File: config.mk
export PLATFORM = sky130hd
export DESIGN_NAME = prbs_order_gen
export DESIGN_NICKNAME = d
export VERILOG_FILES = /design/src/rtl/prbs_pkg.sv /design/src/rtl/prbs_ctrl.sv /design/src/rtl/prbs_datapath.sv /design/src/rtl/prbs_order_gen.sv
export SDC_FILE = /design/constraint.sdc
export NUM_CORES = 1
export LEC_CHECK = 0
export ABC_AREA = 1
export CORE_MARGIN = 8
export CORE_UTILIZATION = 63
export DETAILED_ROUTE_END_ITERATION = 12
export DONT_BUFFER_PORTS = 1
export PLACE_DENSITY_LB_ADDON = 0.08
export SLEW_MARGIN = 25
export SYNTH_ARGS = -nofsm -noshare
export SYNTH_HDL_FRONTEND = slang
export SYNTH_SLANG_ARGS = --single-unit
File: constraint.sdc
create_clock -name clk -period 3.86 [get_ports clk]
set_input_delay 0.965 -clock clk [delete_from_list [all_inputs] [get_ports clk]]
set_output_delay 0.965 -clock clk [all_outputs]
set_load 0.01 [all_outputs]
File: src/rtl/prbs_pkg.sv
package prbs_pkg;

  typedef enum logic [1:0] {
    SEL_SHORT = 2'd0,
    SEL_MID   = 2'd1,
    SEL_LONG  = 2'd2
  } ordSel_t;

  // Strobes passed from control to datapath
  typedef struct packed {
    logic    legal;  // exactly one enable high
    logic    load;   // legal and different from last sampled enables
    ordSel_t sel;    // chosen order
  } prbsStrb_t;

endpackage

File: src/rtl/prbs_ctrl.sv
module prbs_ctrl
  import prbs_pkg::*;
#(
  parameter int NUM_ORD = 3
) (
  input  logic               clk,
  input  logic               rst,
  input  logic [NUM_ORD-1:0] enVec,
  output prbsStrb_t          strb
);

  logic [NUM_ORD-1:0] enPrev;

  always_ff @(posedge clk) begin
    if (rst) enPrev <= '0;
    else     enPrev <= enVec;
  end

  always_comb begin
    strb.legal = $onehot(enVec);
    strb.load  = strb.legal && (enVec != enPrev);
    strb.sel   = SEL_SHORT;
    for (int i = 0; i < NUM_ORD; i++) begin
      if (enVec[i]) strb.sel = ordSel_t'(i);
    end
  end

  // an unchanged legal selection never requests a reload
  a_r7_hold_no_reload: assert property (@(posedge clk) disable iff (rst)
    (strb.legal && $stable(enVec) && $past(strb.legal)) |-> !strb.load);

endmodule

File: src/rtl/prbs_datapath.sv
module prbs_datapath
  import prbs_pkg::*;
#(
  parameter int ORD_S = 9,
  parameter int TAP_S = 5,
  parameter int ORD_M = 15,
  parameter int TAP_M = 14,
  parameter int ORD_L = 23,
  parameter int TAP_L = 18,
  parameter int W     = 23
) (
  input  logic      clk,
  input  logic      rst,
  input  prbsStrb_t strb,
  output logic      bitOut,
  output logic      bitValid
);

  localparam int NUM_ORD = 3;
  localparam int ORDS [NUM_ORD] = '{ORD_S, ORD_M, ORD_L};
  localparam int TAPS [NUM_ORD] = '{TAP_S, TAP_M, TAP_L};
  localparam logic [W-1:0] SEED = {W{1'b1}};

  logic [W-1:0]       lfsr;
  ordSel_t            curSel;
  logic [NUM_ORD-1:0] fbVec;
  logic [NUM_ORD-1:0] msbVec;
  logic [W-1:0]       maskVec [NUM_ORD];

  // One tap network per supported order
  for (genvar g = 0; g < NUM_ORD; g++) begin : g_tap
    assign fbVec[g]   = lfsr[ORDS[g]-1] ^ lfsr[TAPS[g]-1];
    assign msbVec[g]  = lfsr[ORDS[g]-1];
    assign maskVec[g] = SEED >> (W - ORDS[g]);
  end

  always_ff @(posedge clk) begin
    if (rst || !strb.legal) begin
      lfsr     <= SEED;
      bitOut   <= 1'b0;
      bitValid <= 1'b0;
      curSel   <= SEL_SHORT;
    end else if (strb.load) begin
      // first step from the all-ones seed: emit 1, feedback 1^1 = 0
      lfsr     <= {SEED[W-2:0], 1'b0};
      bitOut   <= 1'b1;
      bitValid <= 1'b1;
      curSel   <= strb.sel;
    end else begin
      lfsr     <= {lfsr[W-2:0], fbVec[curSel]};
      bitOut   <= msbVec[curSel];
      bitValid <= 1'b1;
    end
  end

  // reset clears the outputs
  a_r1_reset_quiet: assert property (@(posedge clk)
    rst |=> (!bitValid && !bitOut));

  // a reload begins the stream with a one
  a_r7_seed_first_one: assert property (@(posedge clk) disable iff (rst)
    strb.load |=> (bitOut && bitValid));

  // active stages never all zero while running
  a_r8_no_lockup: assert property (@(posedge clk) disable iff (rst)
    bitValid |-> ((lfsr & maskVec[curSel]) != '0));

endmodule

File: src/rtl/prbs_order_gen.sv
module prbs_order_gen
  import prbs_pkg::*;
#(
  parameter int ORD_S = 9,
  parameter int TAP_S = 5,
  parameter int ORD_M = 15,
  parameter int TAP_M = 14,
  parameter int ORD_L = 23,
  parameter int TAP_L = 18
) (
  input  logic clk,
  input  logic rst,
  input  logic enOrd9,
  input  logic enOrd15,
  input  logic enOrd23,
  output logic serOut,
  output logic serValid
);

  localparam int NUM_ORD = 3;
  localparam int W = (ORD_L > ORD_M) ? ((ORD_L > ORD_S) ? ORD_L : ORD_S)
                                     : ((ORD_M > ORD_S) ? ORD_M : ORD_S);

  logic [NUM_ORD-1:0] enVec;
  prbsStrb_t          strb;

  assign enVec = {enOrd23, enOrd15, enOrd9};

  prbs_ctrl #(.NUM_ORD(NUM_ORD)) u_ctrl (
    .clk  (clk),
    .rst  (rst),
    .enVec(enVec),
    .strb (strb)
  );

  prbs_datapath #(
    .ORD_S(ORD_S), .TAP_S(TAP_S),
    .ORD_M(ORD_M), .TAP_M(TAP_M),
    .ORD_L(ORD_L), .TAP_L(TAP_L),
    .W    (W)
  ) u_dp (
    .clk     (clk),
    .rst     (rst),
    .strb    (strb),
    .bitOut  (serOut),
    .bitValid(serValid)
  );

  // a legal enable gives a valid bit on the next edge
  a_r2_valid_follows: assert property (@(posedge clk) disable iff (rst)
    $onehot(enVec) |=> serValid);

  // illegal enables quiet the outputs on the next edge
  a_r3_illegal_quiet: assert property (@(posedge clk) disable iff (rst)
    !$onehot(enVec) |=> (!serValid && !serOut));

endmodule

==> run metrics <==
CP dominant cell by count=inv_1; first-pass GRT wire length=2750 µm; final setup margin=1700 ps; post-CTS sizing=0; largest net degree at the start of global routing=20; Synth cell types=18; Critical-path top delay cell=fa_1; TNS Setup=0 ps; worst path cell trace=inv_1 -> fa_1 -> inv_1 -> nand2_2 -> nor2_8 -> nand4_4 -> or2_2; Syn Inst Count=110; placed instance area=1050 µm²; clk root buf=clkbuf_4; Starting Density=68.6%; # diodes=0; unrepaired setup endpoints after global routing=no; Worst Setup Start Kind=input port; Power, Total=0.533 mW; Setup Fix Bufs, Post-CTS=0; Inserted Clock Buffers=5; vias in the first global route=651; Pleak=0.510 nW; Post-Route WL=1640 µm; f_max=464 MHz; warnings from Yosys=0; HP Class=reg -> reg; Reg clk slew, reported paths=80 ps; die area=3220 µm²; DRT antenna net count=0; Rel. slew slack=82.2%; Wirelength per Cell=12.3 µm; Top Family by Delay on Critical Path=simple AND/OR/NAND/NOR gates; Post-CTS Hold Fix Bufs=0; CP max stage delay=460 ps; Hold Fails Final Rpt=0; dpl hpwl=1160 µm; post-synthesis sequential area ratio=57.5%; area leader, netlist=dfxtp_1; skew final=4.48 ps; die width=56.7 µm; Yosys top cell area share=57.5%; clock latency at the later pin of the worst-skew pair=320 ps; post-route cell area=1110 µm²; drt drc=0; CTS tree=done; Worst setup EP type=flop; Synth area leaders=dfxtp_1, nand2_1, inv_1; Max clock buf depth=2; all-layer global routing usage=11.1%; Die H=56.7 µm; Area Overhead vs Synth=6.59%; MaxCap Viol Count=0; remaining global-route overflow=0; Crit Path Category=in -> reg; Finish-stage setup viols=0; Synth Register Bits=30; Tightest Pin Transition=266 ps; Top Usage Layer GRT=met2; fin crit period=2160 ps; Boundary Pins=7; initial antenna violation count=0; Via-to-Cell Ratio=5.07; fin crit share=55.9%; Pins Over Slew Limit=0; Power Density=478 nW/µm²; status=finished, final reports clean; Worst Path Required=4070 ps; nets=122; most common cell after layout, fill and taps aside=dfxtp_1; Row Count=14; most frequent cells in the layout=dfxtp_1, nand2_1, inv_1, nand3_1; IO buf count=0; GR Layer Usage met3=4.94%; DP Worst Slack=1330 ps; Worst VDD drop=0.270 mV; Netlist Area Pre-Place=1040 µm²; initial drt markers=13; layout cells sized above 1=17.9%; 1st-pass router iterations=4; Mapped Avg Cell Area=9.50 µm²; GR Util met1=12.1%; GP Congestion=0.854; CP Max Fanout=19; core area=1520 µm²; Buf+Inv Stages, Crit Path=2; clock sink count=30; Post-Syn Nets=116; M2 GR Usage=16.5%; arrival time worst endpoint=2370 ps; Via Count=674; H-tree levels=2
==> cell type report <==
| class | instances | area (µm²) |
|---|---|---|
| sequential | 30 | 601 |
| fill | 109 | 410 |
| multi-input combinational | 63 | 373 |
| inverter | 16 | 60.1 |
| clock buffer | 7 | 55.1 |
| tap | 16 | 20.0 |
| clock inverter | 1 | 5.00 |
==> per-layer routing <==
metal / vias up / wire [µm]
met5: - / 0
met1: 305 / 721
met3: 7 / 98
met2: 14 / 752
met4: 0 / 62
li1: 348 / -
==> stage by stage <==
stage | instances | utilization [%] | hold slack (ps)
5_1_grt | 133 | 73.1 | 427
3_3_place_gp | 125 | 69.1 | 389
3_5_place_dp | 125 | 69.1 | 397
4_1_cts | 133 | 73.1 | 417
2_1_floorplan | 110 | - | 385
6_report | 133 | 73.1 | 417
==> worst reg2reg max path, stage by stage, from the launching register on <==
cell and delay [ps]:
dfxtp_1 330, xnor2_2 240, nand4_4 240, or2_2 340
==> Yosys cell counts <==
master and number:
o21a_1 1, xnor2_2 1, nand2_1 19, inv_1 15, nor2_8 1, dfxtp_1 30
nand4_1 1, or2_2 9, inv_2 1, o211ai_1 1, fa_1 1, nor2_1 5
buf_6 1, or2_1 9, nand3_1 11, nand2_2 1, o21ai_0 2, nand4_4 1
==> state kept, by name, indices dropped and copies added (netlist names) <==
signal         cells
u_dp.lfsr         23
u_dp.bitValid      1
u_dp.curSel        2
u_dp.bitOut        1
u_ctrl.enPrev      3
==> power by group <==
part | switching [mW] | internal [mW]
Clock | 0.0987 | 0.0881
Combinational | 0.0190 | 0.00964
Sequential | 0.00296 | 0.314
Total | 0.121 | 0.412
==> cells by family (layout without fill, tap and decap cells) <==
| family | after synthesis | after routing | synth area share [%] |
|---|---|---|---|
| flip-flops | 30 | 30 | 57.5 |
| AND/OR/NAND/NOR | 57 | 57 | 29.8 |
| XOR/XNOR | 1 | 1 | 1.56 |
| AO/OA/AOI/OAI | 4 | 4 | 2.40 |
| adder cells (fa/ha/maj) | 1 | 1 | 1.92 |
| buffers and inverters | 17 | 24 | 6.83 |
==> final timing paths <==
kind	startpoint	slack, ps	cells past startpoint	end
worst min register to register	u_dp.lfsr[20]	420	1	u_dp.lfsr[21]
worst max-delay path	enOrd9	1700	7	u_dp.lfsr[6]
worst max register to register	u_ctrl.enPrev[1]	2610	3	u_dp.lfsr[6]
worst min-delay path	u_dp.lfsr[20]	420	1	u_dp.lfsr[21]
Note: power is estimated with default switching activity, not from simulation.
